[config.mk]
export PLATFORM = sky130hd
export DESIGN_NAME = ctrl_bypass_stop
export DESIGN_NICKNAME = d
export VERILOG_FILES = /design/src/rtl/cbs_pkg.sv /design/src/rtl/cbs_route.sv /design/src/rtl/cbs_fifo.sv /design/src/rtl/cbs_credit.sv /design/src/rtl/ctrl_bypass_stop.sv
export SDC_FILE = /design/constraint.sdc
export NUM_CORES = 1
export LEC_CHECK = 0
export CAP_MARGIN = 5
export CORE_AREA = 2 2 310 312
export DETAILED_ROUTE_END_ITERATION = 6
export DIE_AREA = 0 0 312 314
export PLACE_DENSITY_LB_ADDON = 0.08
export SLEW_MARGIN = 20
export SYNTH_ARGS = -nofsm -noshare
export SYNTH_HDL_FRONTEND = slang
export SYNTH_SLANG_ARGS = --single-unit
[constraint.sdc]
create_clock -name clk -period 13.3 [get_ports clk]
set_clock_uncertainty 0.1 [all_clocks]
set_input_delay 3.99 -clock clk [delete_from_list [all_inputs] [get_ports clk]]
set_output_delay 3.99 -clock clk [all_outputs]
set_load 0.02 [all_outputs]
[src/rtl/cbs_pkg.sv]
package cbs_pkg;
  typedef enum logic [1:0] {
    RT_DATA  = 2'd0,
    RT_PASS  = 2'd1,
    RT_TURN  = 2'd2,
    RT_EJECT = 2'd3
  } route_e;
endpackage

[src/rtl/cbs_route.sv]
module cbs_route
  import cbs_pkg::*;
#(
  parameter int X_W   = 3,
  parameter int Y_W   = 3,
  parameter bit HORIZ = 1'b1
) (
  input  logic           vld,
  input  logic           is_ctrl,
  input  logic [X_W-1:0] dst_x,
  input  logic [Y_W-1:0] dst_y,
  input  logic [X_W-1:0] my_x,
  input  logic [Y_W-1:0] my_y,
  output route_e         route
);
  logic x_hit;
  logic y_hit;

  assign x_hit = (dst_x == my_x);
  assign y_hit = (dst_y == my_y);

  generate
    if (HORIZ) begin : g_horiz
      always_comb begin
        route = RT_DATA;
        if (vld && is_ctrl) begin
          if (!x_hit)      route = RT_PASS;
          else if (!y_hit) route = RT_TURN;
          else             route = RT_EJECT;
        end
      end
    end else begin : g_vert
      logic unused_x;
      assign unused_x = x_hit;
      always_comb begin
        route = RT_DATA;
        if (vld && is_ctrl) begin
          if (!y_hit) route = RT_PASS;
          else        route = RT_EJECT;
        end
      end
    end
  endgenerate
endmodule

[src/rtl/cbs_fifo.sv]
module cbs_fifo #(
  parameter int W     = 128,
  parameter int DEPTH = 2
) (
  input  logic         clk,
  input  logic         rst_n,
  input  logic         push,
  input  logic [W-1:0] din,
  input  logic         pop,
  output logic [W-1:0] dout,
  output logic         vld,
  output logic         full
);
  localparam int PW = (DEPTH > 1) ? $clog2(DEPTH) : 1;
  localparam int CW = $clog2(DEPTH + 1);

  logic [W-1:0]  mem [DEPTH];
  logic [PW-1:0] wr_q, wr_d, rd_q, rd_d;
  logic [CW-1:0] cnt_q, cnt_d;

  function automatic logic [PW-1:0] nxt(input logic [PW-1:0] p);
    return (p == PW'(DEPTH - 1)) ? '0 : p + 1'b1;
  endfunction

  always_comb begin
    wr_d  = wr_q;
    rd_d  = rd_q;
    cnt_d = cnt_q;
    if (push) wr_d = nxt(wr_q);
    if (pop)  rd_d = nxt(rd_q);
    if (push && !pop)      cnt_d = cnt_q + 1'b1;
    else if (pop && !push) cnt_d = cnt_q - 1'b1;
  end

  always_ff @(posedge clk or negedge rst_n) begin
    if (!rst_n) begin
      wr_q  <= '0;
      rd_q  <= '0;
      cnt_q <= '0;
    end else begin
      wr_q  <= wr_d;
      rd_q  <= rd_d;
      cnt_q <= cnt_d;
    end
  end

  always_ff @(posedge clk) begin
    if (push) mem[wr_q] <= din;
  end

  assign dout = mem[rd_q];
  assign vld  = (cnt_q != '0);
  assign full = (cnt_q == CW'(DEPTH));


  no_overflow_chk: assert property (@(posedge clk) disable iff (!rst_n)
    push |-> (!full || pop));

  no_underflow_chk: assert property (@(posedge clk) disable iff (!rst_n)
    pop |-> vld);
endmodule

[src/rtl/cbs_credit.sv]
module cbs_credit #(
  parameter int MAX = 2
) (
  input  logic clk,
  input  logic rst_n,
  input  logic give,
  input  logic take,
  output logic avail
);
  localparam int CW = $clog2(MAX + 1);

  logic [CW-1:0] cnt_q, cnt_d;

  always_comb begin
    cnt_d = cnt_q;
    if (give && !take)      cnt_d = cnt_q + 1'b1;
    else if (take && !give) cnt_d = cnt_q - 1'b1;
  end

  always_ff @(posedge clk or negedge rst_n) begin
    if (!rst_n) cnt_q <= CW'(MAX);
    else        cnt_q <= cnt_d;
  end

  assign avail = (cnt_q != '0);


  crd_overflow_chk: assert property (@(posedge clk) disable iff (!rst_n)
    give |-> (cnt_q != CW'(MAX) || take));
endmodule

[src/rtl/ctrl_bypass_stop.sv]
module ctrl_bypass_stop
  import cbs_pkg::*;
#(
  parameter int FLIT_W     = 128,
  parameter int X_W        = 3,
  parameter int Y_W        = 3,
  parameter int CLS_W      = 2,
  parameter int BYP_DEPTH  = 2,
  parameter int TURN_DEPTH = 2,
  parameter int DN_CREDITS = 2,
  parameter bit HORIZ      = 1'b1
) (
  input  logic              clk,
  input  logic              rst_n,
  input  logic [X_W-1:0]    my_x,
  input  logic [Y_W-1:0]    my_y,
  input  logic              in_vld,
  input  logic [FLIT_W-1:0] in_flit,
  output logic              data_vld,
  output logic [FLIT_W-1:0] data_flit,
  output logic              eject_vld,
  output logic [FLIT_W-1:0] eject_flit,
  output logic              turn_vld,
  output logic [FLIT_W-1:0] turn_flit,
  input  logic              turn_rdy,
  input  logic              rtr_vld,
  input  logic [FLIT_W-1:0] rtr_flit,
  input  logic              dn_crd,
  output logic              lnk_vld,
  output logic [FLIT_W-1:0] lnk_flit,
  output logic              link_busy,
  output logic [1:0]        up_crd_ret
);
  localparam int CTRL_BIT = FLIT_W - 1;
  localparam int Y_LO     = X_W;
  localparam int CLS_LO   = X_W + Y_W;

  route_e            route;
  logic              byp_push, byp_pop, byp_vld, byp_full;
  logic [FLIT_W-1:0] byp_dout;
  logic              crd_avail;
  logic              turn_pop;

  cbs_route #(.X_W(X_W), .Y_W(Y_W), .HORIZ(HORIZ)) route_i (
    .vld     (in_vld),
    .is_ctrl (in_flit[CTRL_BIT]),
    .dst_x   (in_flit[X_W-1:0]),
    .dst_y   (in_flit[Y_LO +: Y_W]),
    .my_x    (my_x),
    .my_y    (my_y),
    .route   (route)
  );

  // input demultiplexer
  assign data_vld   = in_vld && !in_flit[CTRL_BIT];
  assign data_flit  = in_flit;
  assign eject_vld  = (route == RT_EJECT);
  assign eject_flit = in_flit;

  // one-cycle forwarding path
  assign byp_push = (route == RT_PASS);
  assign byp_pop  = byp_vld && crd_avail;

  cbs_fifo #(.W(FLIT_W), .DEPTH(BYP_DEPTH)) byp_i (
    .clk   (clk),
    .rst_n (rst_n),
    .push  (byp_push),
    .din   (in_flit),
    .pop   (byp_pop),
    .dout  (byp_dout),
    .vld   (byp_vld),
    .full  (byp_full)
  );

  cbs_credit #(.MAX(DN_CREDITS)) crd_i (
    .clk   (clk),
    .rst_n (rst_n),
    .give  (dn_crd),
    .take  (byp_pop),
    .avail (crd_avail)
  );

  // link claim and output mux
  assign link_busy = byp_pop;
  assign lnk_vld   = link_busy || rtr_vld;
  assign lnk_flit  = link_busy ? byp_dout : rtr_flit;

  generate
    if (HORIZ) begin : g_turn
      logic turn_push, turn_full;
      assign turn_push = (route == RT_TURN);
      assign turn_pop  = turn_vld && turn_rdy;

      cbs_fifo #(.W(FLIT_W), .DEPTH(TURN_DEPTH)) turn_i (
        .clk   (clk),
        .rst_n (rst_n),
        .push  (turn_push),
        .din   (in_flit),
        .pop   (turn_pop),
        .dout  (turn_flit),
        .vld   (turn_vld),
        .full  (turn_full)
      );


      turn_hold_chk: assert property (@(posedge clk) disable iff (!rst_n)
        (turn_vld && !turn_rdy) |=> (turn_vld && $stable(turn_flit)));
    end else begin : g_noturn
      logic unused_rdy;
      assign unused_rdy = turn_rdy;
      assign turn_vld   = 1'b0;
      assign turn_flit  = '0;
      assign turn_pop   = 1'b0;
    end
  endgenerate

  assign up_crd_ret = {1'b0, byp_pop} + {1'b0, turn_pop} + {1'b0, eject_vld};

  logic unused_full;
  assign unused_full = byp_full;


  claim_ctrl_chk: assert property (@(posedge clk) disable iff (!rst_n)
    link_busy |-> (lnk_vld && lnk_flit[CTRL_BIT]));

  rtr_yield_chk: assert property (@(posedge clk) disable iff (!rst_n)
    link_busy |-> !rtr_vld);

  data_excl_chk: assert property (@(posedge clk) disable iff (!rst_n)
    data_vld |-> (!eject_vld && !in_flit[CTRL_BIT]));

  cls_keep_chk: assert property (@(posedge clk) disable iff (!rst_n)
    eject_vld |-> (eject_flit[CLS_LO +: CLS_W] == in_flit[CLS_LO +: CLS_W]));
endmodule

# == Yosys cells after proc, flatten, opt, wreduce, memory -nomap -nowiden ==
# Memories as Yosys holds them, arrays and structs flattened.
# Index checks and enable logic that the tools add are counted.
# classes
order_cmp,0
muxes,18
n_shift,0
n_reduce_logical,23
multipliers,0
n_div,0
bitwise,0
n_addsub,12
n_eq_ne,5
# ops
op,n
$mux 128,1
$mux 2,8
$reduce_bool 2->1,6
$logic_and 1x1->1,10
$mux 1,9
$add 2x1->2 const B,3
$eq 3x3->1,2
$logic_not 1->1,6
$sub 2x1->2 const B,3
$add 1x1->1 const B,4
$eq 2x2->1 const B,2
$add 1x1->2,1
$add 2x1->2,1
$eq 2x1->1 const B,1
$logic_or 1x1->1,1
# totals
in_bits,268
latch_bits,0
output_inout_bits,519
ram_bits,512
n_memories,2
rom_bits,0
regBits,10
word_cells,67
# memory_table
memory,words,width,rd,rd_ports_with_merged_regs,write_ports,line,source
byp_i.mem,2,128,1,0,1,cbs_fifo.sv:17,logic [W-1:0] mem [DEPTH];
g_turn.turn_i.mem,2,128,1,0,1,cbs_fifo.sv:17,

# == Logic depth before layout (Yosys ltp) ==
# Gate-level depths: netlist of run 1.
# logic_depth
ltp_word,9
ltp_mapped,8
ltp_nobuf,8

# == By module ==
# Synthesis of run 1 repeated with hierarchy kept, for this count alone.
# unflattened
hier_cells,1257
area_unflattened_um2,23024.6
# modules_own_cells
module,seq_area_each_um2,area_per_inst_um2,cells_each,n_inst
cbs_fifo,7787.5,9469.1,414,2
ctrl_bypass_stop,0.0,3896.2,409,1
cbs_credit,51.3,103.8,9,1
cbs_route,0.0,86.3,11,1

# == Worst setup path after synthesis of run 1 ==
# No wires, ideal clock.
# synth_path
path_kind,in2reg
start,input my_x[1]
end,memory byp_i.mem[0][0] (enable)
arrival_time_ns,12.865
t_required_ns,12.428
path_stages,3
path_buffers,0
setup_ns,0.772
slack_ns,-0.437
cell_sequence,xor2_1 nor3_1 nor3_1
# synth_via
elab_chain_cells,6
# synth_lines
item,line,source
start: declaration,ctrl_bypass_stop.sv:15,"input logic [X_W-1:0] my_x,"
$eq 3x3->1,cbs_route.sv:19,assign x_hit = (dst_x == my_x);
$mux 2,cbs_route.sv:27,if (!x_hit) route = RT_PASS;
$mux 2,cbs_route.sv:26,if (vld && is_ctrl) begin
$eq 2x1->1,ctrl_bypass_stop.sv:61,assign byp_push = (route == RT_PASS);
$mux 1,cbs_fifo.sv:48,if (push) mem[wr_q] <= din;
$mux 1 (implied by the code),cbs_fifo.sv:48,
end: declaration,cbs_fifo.sv:17,
# No other way between the ends.

# == Worst setup path in the final report of run 1 ==
# layout_path
start,input in_flit[1]
end,output up_crd_ret[0]
# layout_via
elab_chain_cells,5
# layout_lines
item,line,source
start: declaration,ctrl_bypass_stop.sv:18,"input logic [FLIT_W-1:0] in_flit,"
$eq 3x3->1,cbs_route.sv:19,
$mux 2,cbs_route.sv:27,
$mux 2,cbs_route.sv:26,
$eq 2x2->1,ctrl_bypass_stop.sv:57,assign eject_vld = (route == RT_EJECT);
$add 2x1->2,ctrl_bypass_stop.sv:117,"assign up_crd_ret = {1'b0, byp_pop} + {1'b0, turn_pop} + {1'b0, eject_vld};"
end: declaration,ctrl_bypass_stop.sv:32,output logic [1:0] up_crd_ret
# No other way between the ends.

==> impl_metrics.env, run 1 <==
export IMPL_outcome="complete, no violations"
export IMPL_yosysTopAreaCell="edfxtp_1"
export IMPL_power_density_nw_per_um2=203.0
export IMPL_seqPwrFrac_pct=31.9
export IMPL_maxSlewViolCount=0
export IMPL_intPower_uw=4118
export IMPL_wl_per_cell_microns=20.02
export IMPL_drt_wl_total_microns=65230
export IMPL_layout_nets=2214
export IMPL_dpl_cell_count=3144
export IMPL_synth_common_cells="512 x edfxtp_1, 268 x buf_4, 129 x nand2_1"
export IMPL_r2r_end="byp_i.rd_q"
export IMPL_synth_main_ff_cell="edfxtp_1"
export IMPL_tightest_slew_ns=0.9917
export IMPL_cap_violations=0
export IMPL_synthMostInstantiatedCell="edfxtp_1"
export IMPL_final_cells=3258
export IMPL_grt_pass1_wl_microns=91450
export IMPL_rsz0062_at_grt="no"
export IMPL_cp_max_fo=7
export IMPL_wl_met3_microns=4316
export IMPL_synth_top_cell_area_share_pct=69.75
export IMPL_regToRegSetupSlack_ns=10.60
export IMPL_yosysSeqAreaShare_pct=70.89
export IMPL_power_leakage_uw=0.01070
export IMPL_cts_root_buf="clkbuf_16"
export IMPL_r2r_start="byp_i.cnt_q[1]"
export IMPL_core_sq_um=94450
export IMPL_switching_share_pct=35.33
export IMPL_gp_congestion=0.7511
export IMPL_synth_edf_count=512
export IMPL_cts_tree="built"
export IMPL_final_antenna_net_count=0
export IMPL_vias_per_cell=3.924
export IMPL_top_layer_used="met5"
export IMPL_slew_headroom_pct=33.89
export IMPL_io_pins=787
export IMPL_num_vias=12785
export IMPL_first_pass_iters=4
export IMPL_cts_made_buffers=61
export IMPL_critPathLaunch="in_flit[1]"
export IMPL_cts_buffer_depth=3
export IMPL_finalCritPeriodShare_pct=79.98
export IMPL_grt_util_all_layers_pct=12.63
export IMPL_die_w_microns=312
export IMPL_syn_nets=1664
export IMPL_first_global_vias=12942
export IMPL_comb_power_share_pct=42.5
export IMPL_arrival_ns=6.55
export IMPL_ys_ff_latch=522
export IMPL_die_height_microns=314
export IMPL_avgSynthCellArea_sq_um=15.84
export IMPL_yosys_warnings=0
export IMPL_hold_viol_final=0
export IMPL_startpoint_type="primary input"
export IMPL_finalCriticalPeriod_ns=10.64
export IMPL_clock_latency_ns=0.60
export IMPL_remaining_drc_errors=0
export IMPL_p_clk_share_pct=25.6
export IMPL_drive_above_1_share_pct=11.44
export IMPL_hold_class="flop to flop"
export IMPL_gr_total_overflow=0
export IMPL_cts_sinks=522
export IMPL_cts_setup_buffers=0
export IMPL_path_clk_slew_ns=0.05
export IMPL_met2_length_microns=34360
export IMPL_switching_power_uw=2250
export IMPL_fp_row_count=113
export IMPL_io_buffers=786
export IMPL_netlist_instances=1392
export IMPL_r2r_cells=4
export IMPL_area_growth_syn_to_layout_pct=42.35
export IMPL_finalSetupTns_ns=0
export IMPL_htree_levels=2
export IMPL_synthDistinctLibCells=28
export IMPL_synth_area_leaders="edfxtp_1 70%, buf_4 9.1%, mux2_2 6.1%"
export IMPL_initial_core_util_pct=23.34
export IMPL_setup_violations=0
export IMPL_antenna_cells=0
export IMPL_syn_cell_area_sq_um=22040
export IMPL_end_kind="output pin"
export IMPL_ir_drop_v=0.00009881
export IMPL_post_cts_resized=0
export IMPL_postCtsHoldBufs=0
export IMPL_dieArea_sq_um=97970
export IMPL_place_hpwl_microns=43790
export IMPL_wl_met1_microns=25370
export IMPL_critPathKind="primary input to output pin"
export IMPL_fmax_ghz=0.09400
export IMPL_cp_endpoint="up_crd_ret[0]"
export IMPL_critPathRequiredTime_ns=9.21
export IMPL_drt_iter0_drc=514
export IMPL_antenna_found_initial=3
export IMPL_async_flop_share_pct=1.916
export IMPL_grt_start_max_net_pins=129
area by class of cell:
type	instances	area [sq um]
clock inverter	35	354.1
multi-input combinational	554	4217
fill	9312	63070
clock buffer	79	1594
timing repair buffer	800	7985
sequential	522	15630
tap	1265	1583
inverter	3	11.26
critical path, stage by stage:
cell and delay (ns):
clkdlybuf4s50_1 0.54, xor2_1 0.22, or4_1 0.56, nor2_1 0.25, fa_1 0.43, clkdlybuf4s50_1 0.56
cell families (layout without fill, tap and decap cells):
kind of cell,count (synthesis),after routing,share of synthesized area [%]
flip-flops,522,522,70.89
multiplexers,256,256,12.35
buffers and inverters,316,917,10.12
AO/OA/AOI/OAI,129,129,2.963
adder cells (fa/ha/maj),4,4,0.2611
AND/OR/NAND/NOR,146,146,2.657
XOR/XNOR,19,19,0.7550
cells in the final DEF (no fill, tap or decap), types with 2 or more instances in the layout:
master / instances
nor2_1: 5
ha_1: 3
clkinv_1: 15
mux2_1: 9
dfrtp_4: 2
dfrtp_1: 7
clkbuf_1: 18
clkdlybuf4s50_1: 786
xor2_1: 10
buf_4: 13
inv_6: 2
mux2i_1: 128
inv_2: 2
clkinvlp_4: 2
xnor2_1: 9
edfxtp_1: 512
clkbuf_16: 61
nand2_1: 129
bufinv_16: 7
mux2_2: 119
o21ai_1: 128
clkinv_2: 7
and2_4: 2
worst min path at each step:
stage          depth (start not counted)  slack [ns]                    from                      to
2_1_floorplan                          1        0.33  g_turn.turn_i.cnt_q[1]  g_turn.turn_i.cnt_q[1]
3_5_place_dp                           1        0.35  g_turn.turn_i.cnt_q[1]  g_turn.turn_i.cnt_q[1]
3_3_place_gp                           1        0.35  g_turn.turn_i.cnt_q[1]  g_turn.turn_i.cnt_q[1]
6_report                               1        0.36  g_turn.turn_i.cnt_q[1]  g_turn.turn_i.cnt_q[1]
4_1_cts                                1        0.36  g_turn.turn_i.cnt_q[1]  g_turn.turn_i.cnt_q[1]
5_1_grt                                1        0.38  g_turn.turn_i.cnt_q[1]  g_turn.turn_i.cnt_q[1]
sequential cells by signal, summed over array words and instances (netlist names):
name,count
g_turn.turn_i.mem,256
g_turn.turn_i.cnt_q,2
byp_i.mem,256
g_turn.turn_i.rd_q,1
g_turn.turn_i.wr_q,1
byp_i.rd_q,1
byp_i.wr_q,1
crd_i.cnt_q,2
byp_i.cnt_q,2
per-layer routing:
metal	vias to the layer above	track usage (%)
li1	5975	-
met1	6271	14.49
met2	458	23.25
met3	77	3.478
met4	4	2.906
met5	-	0
per-stage QoR:
step	utilization (%)	area, sq um	hold slack, ns	total power (uW)	setup WS, ns
final	33.22	31380	0.3583	6369	2.662
after CTS	33.22	31380	0.3589	6527	2.657
after floorplan	-	22050	0.3337	3603	2.401
after detailed placement	31.16	29430	0.3496	4848	2.660
after global routing	33.22	31380	0.3835	6697	2.587
after global placement	31.16	29430	0.3521	4862	2.712
power by group through the flow:
| stage | Sequential (uW) | Clock, uW | Combinational, uW |
|---|---|---|---|
| after global placement | 2070 | 0 | 2790 |
| after detailed placement | 2070 | 0 | 2780 |
| after global routing | 2050 | 1760 | 2890 |
| final | 2030 | 1630 | 2710 |
| after floorplan | 2010 | 0 | 1600 |
| after CTS | 2040 | 1700 | 2790 |
Power figures use the tool's default switching activity.
==> inputs of run 2 (changes only) <==
==> constraint.sdc (replaced) <==
create_clock -name clk -period 10.95 [get_ports clk]
set_clock_uncertainty 0.1 [all_clocks]
set_input_delay 3.285 -clock clk [delete_from_list [all_inputs] [get_ports clk]]
set_output_delay 3.285 -clock clk [all_outputs]
set_load 0.02 [all_outputs]
==> run 2 against run 1 <==
Effect of this change: setup slack got worse by 0.90 ns; power increased by 23%; via count about the same; combinational power increased by 21%; wire length decreased by 0.15%; clock-buffer cell count increased by 3; critical path type unchanged.
==> impl_metrics.env, run 2 (synthesis results as in run 1) <==
export IMPL_cap_violations=0
export IMPL_cts_tree="built"
export IMPL_die_w_microns=312
export IMPL_num_vias=12788
export IMPL_finalCritPeriodShare_pct=83.89
export IMPL_fin_ws_ns=1.765
export IMPL_postLayoutCellArea_sq_um=31500
export IMPL_drive_above_1_share_pct=11.85
export IMPL_antenna_found_initial=3
export IMPL_place_ws_ns=1.736
export IMPL_ir_drop_v=0.0001458
export IMPL_io_pins=787
export IMPL_critPathLaunch="in_flit[0]"
export IMPL_hold_path_cell_count=1
export IMPL_area_growth_syn_to_layout_pct=42.90
export IMPL_core_sq_um=94450
export IMPL_htree_levels=2
export IMPL_cts_buffer_depth=3
export IMPL_final_antenna_net_count=0
export IMPL_cts_setup_buffers=0
export IMPL_placed_area_sq_um=29430
export IMPL_hold_start="g_turn.turn_i.cnt_q[1]"
export IMPL_top_regs="byp_i.mem (256), g_turn.turn_i.mem (256)"
export IMPL_multi_input_area_sq_um=4217
export IMPL_cts_sinks=522
export IMPL_die_height_microns=314
export IMPL_maxSlewViolCount=0
export IMPL_wl_per_cell_microns=19.99
export IMPL_end_kind="output pin"
export IMPL_clock_latency_ns=0.60
export IMPL_first_global_vias=13017
export IMPL_regArea_sq_um=15630
export IMPL_power_leakage_uw=0.01077
export IMPL_drt_iter0_drc=640
export IMPL_grt_start_max_net_pins=129
export IMPL_setup_violations=0
export IMPL_finalCriticalPeriod_ns=9.185
export IMPL_fp_row_count=113
export IMPL_grt_util_all_layers_pct=12.64
export IMPL_cts_root_buf="clkbuf_16"
export IMPL_rsz0062_at_grt="no"
export IMPL_grt_pass1_wl_microns=91540
export IMPL_first_pass_iters=4
export IMPL_r2r_cells=5
export IMPL_dieArea_sq_um=97970
export IMPL_power_density_nw_per_um2=248.2
export IMPL_r2r_start="byp_i.cnt_q[1]"
export IMPL_whs_ns=0.3650
export IMPL_path_clk_slew_ns=0.06
export IMPL_gr_total_overflow=0
export IMPL_finalSetupTns_ns=0
export IMPL_gp_congestion=0.7512
export IMPL_tightest_slew_ns=1.005
export IMPL_final_common_cell="clkdlybuf4s50_1"
export IMPL_initial_core_util_pct=23.34
export IMPL_vias_per_cell=3.925
export IMPL_hold_viol_final=0
export IMPL_layout_nets=2213
export IMPL_arrival_ns=5.80
export IMPL_fill_cells=9291
export IMPL_hold_class="flop to flop"
export IMPL_drt_wl_total_microns=65140
export IMPL_postCtsHoldBufs=0
export IMPL_startpoint_type="primary input"
export IMPL_cp_max_fo=7
export IMPL_critPathKind="primary input to output pin"
export IMPL_outcome="complete, no violations"
export IMPL_post_cts_resized=0
export IMPL_critPathRequiredTime_ns=7.57
export IMPL_remaining_drc_errors=0
export IMPL_final_cell_mix="786 x clkdlybuf4s50_1, 512 x edfxtp_1, 129 x nand2_1"
export IMPL_cts_made_buffers=61
export IMPL_slew_headroom_pct=33.00
export IMPL_io_buffers=786
export IMPL_fmax_ghz=0.1089
export IMPL_place_hpwl_microns=43540
==> run 2: cell count changes in the layout (fill, tap and decap cells not counted), sizes merged <==
| cell | delta |
|---|---|
| bufinv | +1 |
| inv | -1 |
| clkbuf | +3 |
| diode | +2 |
| clkinv | -3 |
| clkinvlp | -1 |
| buf | -1 |
==> run 2: worst paths after layout <==
| kind | to | slack (ns) |
|---|---|---|
| max in group asynchronous | byp_i.rd_q | 7.48 |
| min reg2reg | g_turn.turn_i.cnt_q[1] | 0.36 |
| min | g_turn.turn_i.cnt_q[1] | 0.36 |
| max | up_crd_ret[0] | 1.76 |
| min in group asynchronous | g_turn.turn_i.rd_q | 2.91 |
| max reg2reg | crd_i.cnt_q[1] | 8.53 |
==> run 2: worst max-delay path, cell delays in order <==
cell and delay, ns:
clkdlybuf4s50_1 0.54, xor2_1 0.21, or4_1 0.54, nor2_1 0.24
fa_1 0.44, clkdlybuf4s50_1 0.55
==> run 2: cell type report <==
type | instances | share of cell area (%)
diodes | 2 | 0.01589
clock buffers | 82 | 5.390
clock inverters | 31 | 1.144
inverters | 3 | 0.03575
multi-input cells | 554 | 13.39
flip-flops and latches | 522 | 49.63
well taps | 1265 | 5.025
repair buffers | 799 | 25.37
==> run 2: per-layer routing <==
| metal | global-route usage (%) | vias up | wire length, microns |
|---|---|---|---|
| met4 | 2.874 | 2 | 1123 |
| met3 | 3.564 | 75 | 4625 |
| met5 | 0 | - | 18 |
| met2 | 23.29 | 474 | 34440 |
| met1 | 14.44 | 6271 | 24920 |
| li1 | - | 5966 | - |
==> run 2: per-stage QoR <==
| stage | cells | total power [uW] | util [%] |
|---|---|---|---|
| finish | 3258 | 7817 | 33.35 |
| global route | 3256 | 8222 | 33.34 |
| CTS | 3256 | 8007 | 33.34 |
| detailed placement | 3143 | 5895 | 31.17 |
| global placement | 3143 | 5906 | 31.17 |
| floorplan | 1392 | 4376 | - |
==> run 2: report_power, final <==
group	switching (uW)	internal [uW]	leakage, uW
clock	795	1270	0.00101
sequential	118	2350	0.00476
combinational	1820	1470	0.00500
